File: src/rtl/e1dl_pkg.sv
package e1dl_pkg;
  localparam int DL_SLOTS    = 32;
  localparam int DL_BITS     = 8;
  localparam int DL_SIG_SLOT = 16;
  localparam int TS_W        = $clog2(DL_SLOTS);
  localparam int BP_W        = $clog2(DL_BITS);

  typedef enum logic {PAR_ODD = 1'b0, PAR_EVEN = 1'b1} frame_par_t;

  typedef struct packed {
    logic              even_en;
    logic              odd_en;
    logic [TS_W-1:0]   slot;
    logic              ts16;
    logic [DL_BITS-1:0] mask;
  } sel_cfg_t;
endpackage

File: src/rtl/dl_frame_ctx.sv
// Holds the selection and frame parity captured on the frame-start bit.
module dl_frame_ctx
  import e1dl_pkg::*;
(
  input  logic       clk,
  input  logic       rst_n,
  input  logic       bit_en,
  input  logic       frame_start,
  input  logic       fas_frame,
  input  sel_cfg_t   live_cfg,
  output sel_cfg_t   eff_cfg,
  output frame_par_t eff_par,
  output logic       eff_locked
);
  sel_cfg_t   shadow_q;
  frame_par_t par_q;
  logic       locked_q;
  logic       take;

  assign take = bit_en & frame_start;

  always_ff @(posedge clk) begin
    if (!rst_n) begin
      shadow_q <= '0;
      par_q    <= PAR_ODD;
      locked_q <= 1'b0;
    end else if (take) begin
      shadow_q <= live_cfg;
      par_q    <= fas_frame ? PAR_EVEN : PAR_ODD;
      locked_q <= 1'b1;
    end
  end

  // The frame-start bit itself already belongs to the new frame.
  always_comb begin
    if (take) begin
      eff_cfg    = live_cfg;
      eff_par    = fas_frame ? PAR_EVEN : PAR_ODD;
      eff_locked = 1'b1;
    end else begin
      eff_cfg    = shadow_q;
      eff_par    = par_q;
      eff_locked = locked_q;
    end
  end
endmodule

File: src/rtl/dl_bit_select.sv
// Decides whether the current line bit belongs to the data link.
module dl_bit_select
  import e1dl_pkg::*;
(
  input  logic            bit_en,
  input  logic            align_ok,
  input  logic [TS_W-1:0] ts_num,
  input  logic [BP_W-1:0] bit_pos,
  input  sel_cfg_t        cfg,
  input  frame_par_t      par,
  input  logic            locked,
  output logic            hit
);
  logic [DL_BITS-1:0] pos_hot;
  logic [TS_W-1:0]    target_slot;
  logic               parity_ok, slot_ok, mask_ok;

  for (genvar g = 0; g < DL_BITS; g++) begin : g_pos
    assign pos_hot[g] = (bit_pos == BP_W'(g));
  end

  assign target_slot = cfg.ts16 ? TS_W'(DL_SIG_SLOT) : cfg.slot;
  assign parity_ok   = (par == PAR_EVEN) ? cfg.even_en : cfg.odd_en;
  assign slot_ok     = (ts_num == target_slot);
  assign mask_ok     = |(pos_hot & cfg.mask);
  assign hit         = bit_en & align_ok & locked & parity_ok & slot_ok & mask_ok;
endmodule

File: src/rtl/dl_out_reg.sv
// Output register: one strobe per selected bit.
module dl_out_reg (
  input  logic clk,
  input  logic rst_n,
  input  logic hit,
  input  logic rx_bit,
  output logic link_bit,
  output logic link_valid
);
  always_ff @(posedge clk) begin
    if (!rst_n) begin
      link_valid <= 1'b0;
      link_bit   <= 1'b0;
    end else begin
      link_valid <= hit;
      link_bit   <= hit & rx_bit;
    end
  end
endmodule

File: src/rtl/e1_dl_extract.sv
module e1_dl_extract
  import e1dl_pkg::*;
(
  input  logic            clk,
  input  logic            rst_n,
  input  logic            bit_en,
  input  logic            rx_bit,
  input  logic            frame_start,
  input  logic [TS_W-1:0] ts_num,
  input  logic [BP_W-1:0] bit_pos,
  input  logic            fas_frame,
  input  logic            align_ok,
  input  logic            cfg_even,
  input  logic            cfg_odd,
  input  logic [TS_W-1:0] cfg_slot,
  input  logic            cfg_ts16,
  input  logic [DL_BITS-1:0] cfg_mask,
  output logic            link_bit,
  output logic            link_valid
);
  sel_cfg_t   live_cfg, eff_cfg;
  frame_par_t eff_par;
  logic       eff_locked, hit;

  always_comb begin
    live_cfg.even_en = cfg_even;
    live_cfg.odd_en  = cfg_odd;
    live_cfg.slot    = cfg_slot;
    live_cfg.ts16    = cfg_ts16;
    live_cfg.mask    = cfg_mask;
  end

  dl_frame_ctx u_ctx (
    .clk(clk), .rst_n(rst_n), .bit_en(bit_en), .frame_start(frame_start),
    .fas_frame(fas_frame), .live_cfg(live_cfg), .eff_cfg(eff_cfg),
    .eff_par(eff_par), .eff_locked(eff_locked)
  );

  dl_bit_select u_sel (
    .bit_en(bit_en), .align_ok(align_ok), .ts_num(ts_num), .bit_pos(bit_pos),
    .cfg(eff_cfg), .par(eff_par), .locked(eff_locked), .hit(hit)
  );

  dl_out_reg u_out (
    .clk(clk), .rst_n(rst_n), .hit(hit), .rx_bit(rx_bit),
    .link_bit(link_bit), .link_valid(link_valid)
  );
endmodule

File: config.mk
export PLATFORM = sky130hd
export DESIGN_NAME = e1_dl_extract
export DESIGN_NICKNAME = d
export VERILOG_FILES = /design/src/rtl/e1dl_pkg.sv /design/src/rtl/dl_frame_ctx.sv /design/src/rtl/dl_bit_select.sv /design/src/rtl/dl_out_reg.sv /design/src/rtl/e1_dl_extract.sv
export SDC_FILE = /design/constraint.sdc
export NUM_CORES = 1
export LEC_CHECK = 0
export BUFFER_PORTS_ARGS = -buffer_cell sky130_fd_sc_hd__buf_4
export CORE_AREA = 3 3 42 63
export CTS_CLUSTER_SIZE = 20
export DETAILED_ROUTE_END_ITERATION = 7
export DIE_AREA = 0 0 45 66
export GPL_TIMING_DRIVEN = 0
export PLACE_DENSITY = 0.8
export REMOVE_ABC_BUFFERS = 1
export SYNTH_ARGS = -nofsm -noshare
export SYNTH_HDL_FRONTEND = slang
export SYNTH_HIERARCHICAL = 1
export SYNTH_SLANG_ARGS = --single-unit
File: constraint.sdc
create_clock -name clk -period 5.6 [get_ports clk]
set_input_delay 0.56 -clock clk [delete_from_list [all_inputs] [get_ports clk]]
set_output_delay 0.56 -clock clk [all_outputs]
set_load 0.01 [all_outputs]
# == Word level (Yosys, flattened, before mapping) ==
# Cells that the tools add are included.
# op_classes
eq_ne,8
n_mux,6
n_reduce_logical,2
bitwise,8
# ops
operator,count
16-bit two-way mux,1
"3-bit equality test, second input constant",4
8-bit AND,1
8-bit OR reduction,1
1-bit AND,7
"3-bit by 2-bit equality test with 1-bit output, second input constant",2
5-bit equality test,1
5-bit two-way mux,1
1-bit two-way mux,4
"3-bit by 1-bit equality test with 1-bit output, second input constant",1
3-bit zero test,1
# totals
output_inout_bits,2
regBits,20
inputBits,31

# == Depth between registers and ports, before layout ==
# depth
word_depth,7
depth_mapped,9
ltp_nobuf,7

# == Cells and area by module ==
# Netlist, hierarchy kept.
# modules_own_cells
module,cells_per_inst,seq_area_each_um2,instances,area_each_um2
dl_frame_ctx,101,360.3,1,949.7
dl_bit_select,21,0.0,1,160.2
dl_out_reg,4,40.0,1,52.6

# == Worst setup path before layout ==
# No wires, ideal clock.
# synth_path
kind,input-to-reg
start,input frame_start
end,register u_out.link_bit
path_stages,9
setup_slack_ns,3.192
arrival_ns,2.348
required_ns,5.540
cell_sequence,buf_4 nand2_4 buf_6 mux2_4 inv_2 a21oi_1 or4_1 nor4_1 and3_1
# synth_rtl
element,line,source
from (decl),e1_dl_extract.sv:8,"input logic frame_start,"
to (signal assigned),dl_out_reg.sv:16,link_bit <= hit & rx_bit;
to (decl),dl_out_reg.sv:7,"output logic link_bit,"

# == Worst setup path after layout ==
# layout_path
start,input bit_en
end,register u_out.link_bit
# layout_between
elab_chain_len,7
elab_cells_between_ends,15
# layout_rtl
element,line,source
from (decl),e1_dl_extract.sv:6,"input logic bit_en,"
1-bit AND,dl_frame_ctx.sv:20,assign take = bit_en & frame_start;
1-bit two-way mux,dl_frame_ctx.sv:36,if (take) begin
via eff_par,e1_dl_extract.sv:22,frame_par_t eff_par;
1-bit two-way mux,dl_bit_select.sv:23,assign parity_ok = (par == PAR_EVEN) ? cfg.even_en : cfg.odd_en;
1-bit AND (3 in a row),dl_bit_select.sv:26,assign hit = bit_en & align_ok & locked & parity_ok & slot_ok & mask_ok;
via hit,e1_dl_extract.sv:23,"logic eff_locked, hit;"
1-bit AND,dl_out_reg.sv:16,
# The timed path passes the listed nets, and every way through them passes these cells.
# A chain may end at the register's enable or synchronous reset.

==> results.tsv <==
metric	value	unit
cts_tree	done	
sw_frac_of_total	23.16	%
die_width	45	µm
synth_seq_area_share	34.45	%
clock_path_buffers	2	
seqPwrFrac	45.5	%
crit_arrival	2.59	ns
fmax	429.6	MHz
layout_common_cells	buf_4, dfxtp_1, nand2_1	
globalplace.congestion	0.8011	
route.vias.total	1026	
ctsHoldBuffers	0	
maxCapViolCount	0	
slowest_delay	0.51	ns
end_kind	flip-flop	
cts_resized	0	
antenna_left	0	
critPathMaxFanout	20	
pwr_density_cell	236.9	mW/mm²
finalCritPeriodShare	41.57	%
postLayoutCoreUtil	63.72	%
status	finished, final reports clean	
grt_pass1_vias	1058	
required	5.86	ns
io_pins	33	
comb_power_share	19.1	%
worstPathCellList	buf_4 -> nand2_4 -> mux2_2 -> mux2i_1 -> or4_1 -> nor4_1 -> and3_1	
place_area	0.001354	mm²
use_met1	20.10	%
yosysWarnings	6	
grt_setup_unrepaired	no	
min_path_type	flip-flop to flip-flop	
design_area	0.001406	mm²
fin_crit	2.328	ns
initial_utilization	52.66	%
diodes	0	
wirelength	2465	µm
synth.largest_area_cell	dfxtp_1	
dp_hpwl	1742	µm
synth_top_area_share	34.45	%
die_y	66	µm
power.leakage	0.6104	nW
intPower	0.2560	mW
root_buffer	clkbuf_4	
use_met3	3.542	%
finalHoldViolations	0	
drt-vias-per-instance	5.897	
worstMarginPinSlew	0.6078	ns
rows	21	
busiest_layer	met2	
clock_latency	0.31	ns
ys.flop_type	dfxtp_1	
avgRoutedWirePerCell	14.17	µm
grt_max_degree	38	
clock-skew-final	0.01626	ns
synth_cells	126	
ir_drop	0.0002198	V
start_kind	input port	
route.detailed.drc	0	
async_flop_share	0	%
ys_types	28	
drtPass1Iterations	5	
cts.reportedPaths.clkPinSlew	0.13	ns
netlist_area	0.001162	mm²
switching_power	0.07716	mW
ctsHtreeMaxLevel	1	
cts.sinks	20	
die-area	0.002970	mm²
track_usage	18.79	%
avgSynthCellArea	9.225	µm²
crit_slowest_cell	or4_1	
synth_edf_count	0	
cts_setup_buffers	0	
crit_type	input port to flip-flop	
grt_pass1_wl	4257	µm
core	0.002207	mm²
relSlewSlack	59.48	%
final_common_cell	buf_4	
yosys-top-cells-area	dfxtp_1, mux2_4, nand4_1, mux2_2, nand2_1	
finalSetupViolations	0	
area_growth	20.99	%
cts_made_buffers	3	
io_buffers	32	
ys_ff_latch	20	
antenna_found_initial	0	
drv_slew	0	
drive_gt1_share	37.75	%
fin_nets	183	
drtIter0Drc	16	
tns	0	ns
overflow	0	
p_clk_share	35.4	%
use_met2	33.69	%
## final timing paths
kind | startpoint | to | slack, ns | cells past startpoint
setup / recovery | bit_en | u_out/link_bit | 3.27 | 7
hold / removal | u_ctx/shadow_q[12] | u_ctx/shadow_q[12] | 0.46 | 2
setup reg to reg | u_ctx/par_q | u_out/link_bit | 3.78 | 5
hold reg to reg | u_ctx/shadow_q[12] | u_ctx/shadow_q[12] | 0.46 | 2
## worst max-delay path, delay by kind of cell
kind | cells | cell delay, ns
and+or+nand+nor | 4 | 1.31
muxes | 2 | 0.53
buffers and inverters | 1 | 0.19
## final cells by class
cell class                      count  area, µm²
Clock buffer                        3      22.52
Clock inverter                      1      30.03
Multi-Input combinational cell     91      669.4
Tap cell                           23      28.78
Timing Repair Buffer               32      240.2
Fill cell                         187      800.8
Inverter                            4      15.01
Sequential cell                    20      400.4
## cell usage after synthesis, types with 2 or more instances
master and count:
dfxtp_1 20, nand2_1 18, nand4_1 17, mux2_4 9, o21ai_1 9, mux2_2 8
o21ai_0 8, a21oi_1 4, buf_6 4, clkbuf_1 4, inv_1 3, and2_1 2
buf_2 2, mux2i_1 2, mux4_2 2, nor4_1 2
## state kept, by name, summed over array words and instances, names as in the netlist
register / count
u_out/link_valid: 1
u_out/link_bit: 1
u_ctx/locked_q: 1
u_ctx/par_q: 1
u_ctx/shadow_q: 16
## logic make-up after synthesis
| family | after synthesis | share of synthesized area [%] |
|---|---|---|
| simple gates | 45 | 20.77 |
| flops | 20 | 34.45 |
| compound gates | 24 | 11.09 |
| buf+inv | 15 | 7.965 |
| mux | 21 | 24.97 |
| xor+xnor | 1 | 0.7536 |
## through the flow
| stage | cells | setup WS (ns) | power [mW] | hold slack, ns |
|---|---|---|---|---|
| finish | 174 | 3.272 | 0.3332 | 0.4564 |
| global route | 174 | 3.213 | 0.3497 | 0.4624 |
| CTS | 174 | 3.276 | 0.3360 | 0.4593 |
| detailed placement | 170 | 2.945 | 0.2187 | 0.4415 |
| global placement | 170 | 2.962 | 0.2161 | 0.4319 |
| floorplan | 115 | 3.388 | 0.1863 | 0.4249 |
## power groups by stage
| stage | clock network, mW | logic, mW | registers (mW) |
|---|---|---|---|
| CTS | 0.120 | 0.0639 | 0.152 |
| finish | 0.118 | 0.0636 | 0.152 |
| global route | 0.127 | 0.0701 | 0.153 |
| floorplan | 0 | 0.0322 | 0.154 |
| detailed placement | 0 | 0.0638 | 0.155 |
| global placement | 0 | 0.0617 | 0.154 |
## metal layers
| layer | wire length [µm] | vias to the layer above | share of wire (%) |
|---|---|---|---|
| li1 | - | 508 | - |
| met1 | 995 | 481 | 40 |
| met2 | 1282 | 33 | 52 |
| met3 | 155 | 4 | 6.3 |
| met4 | 31 | 0 | 1.3 |
| met5 | 0 | - | 0 |
Note: power is estimated with default switching activity, not from simulation.
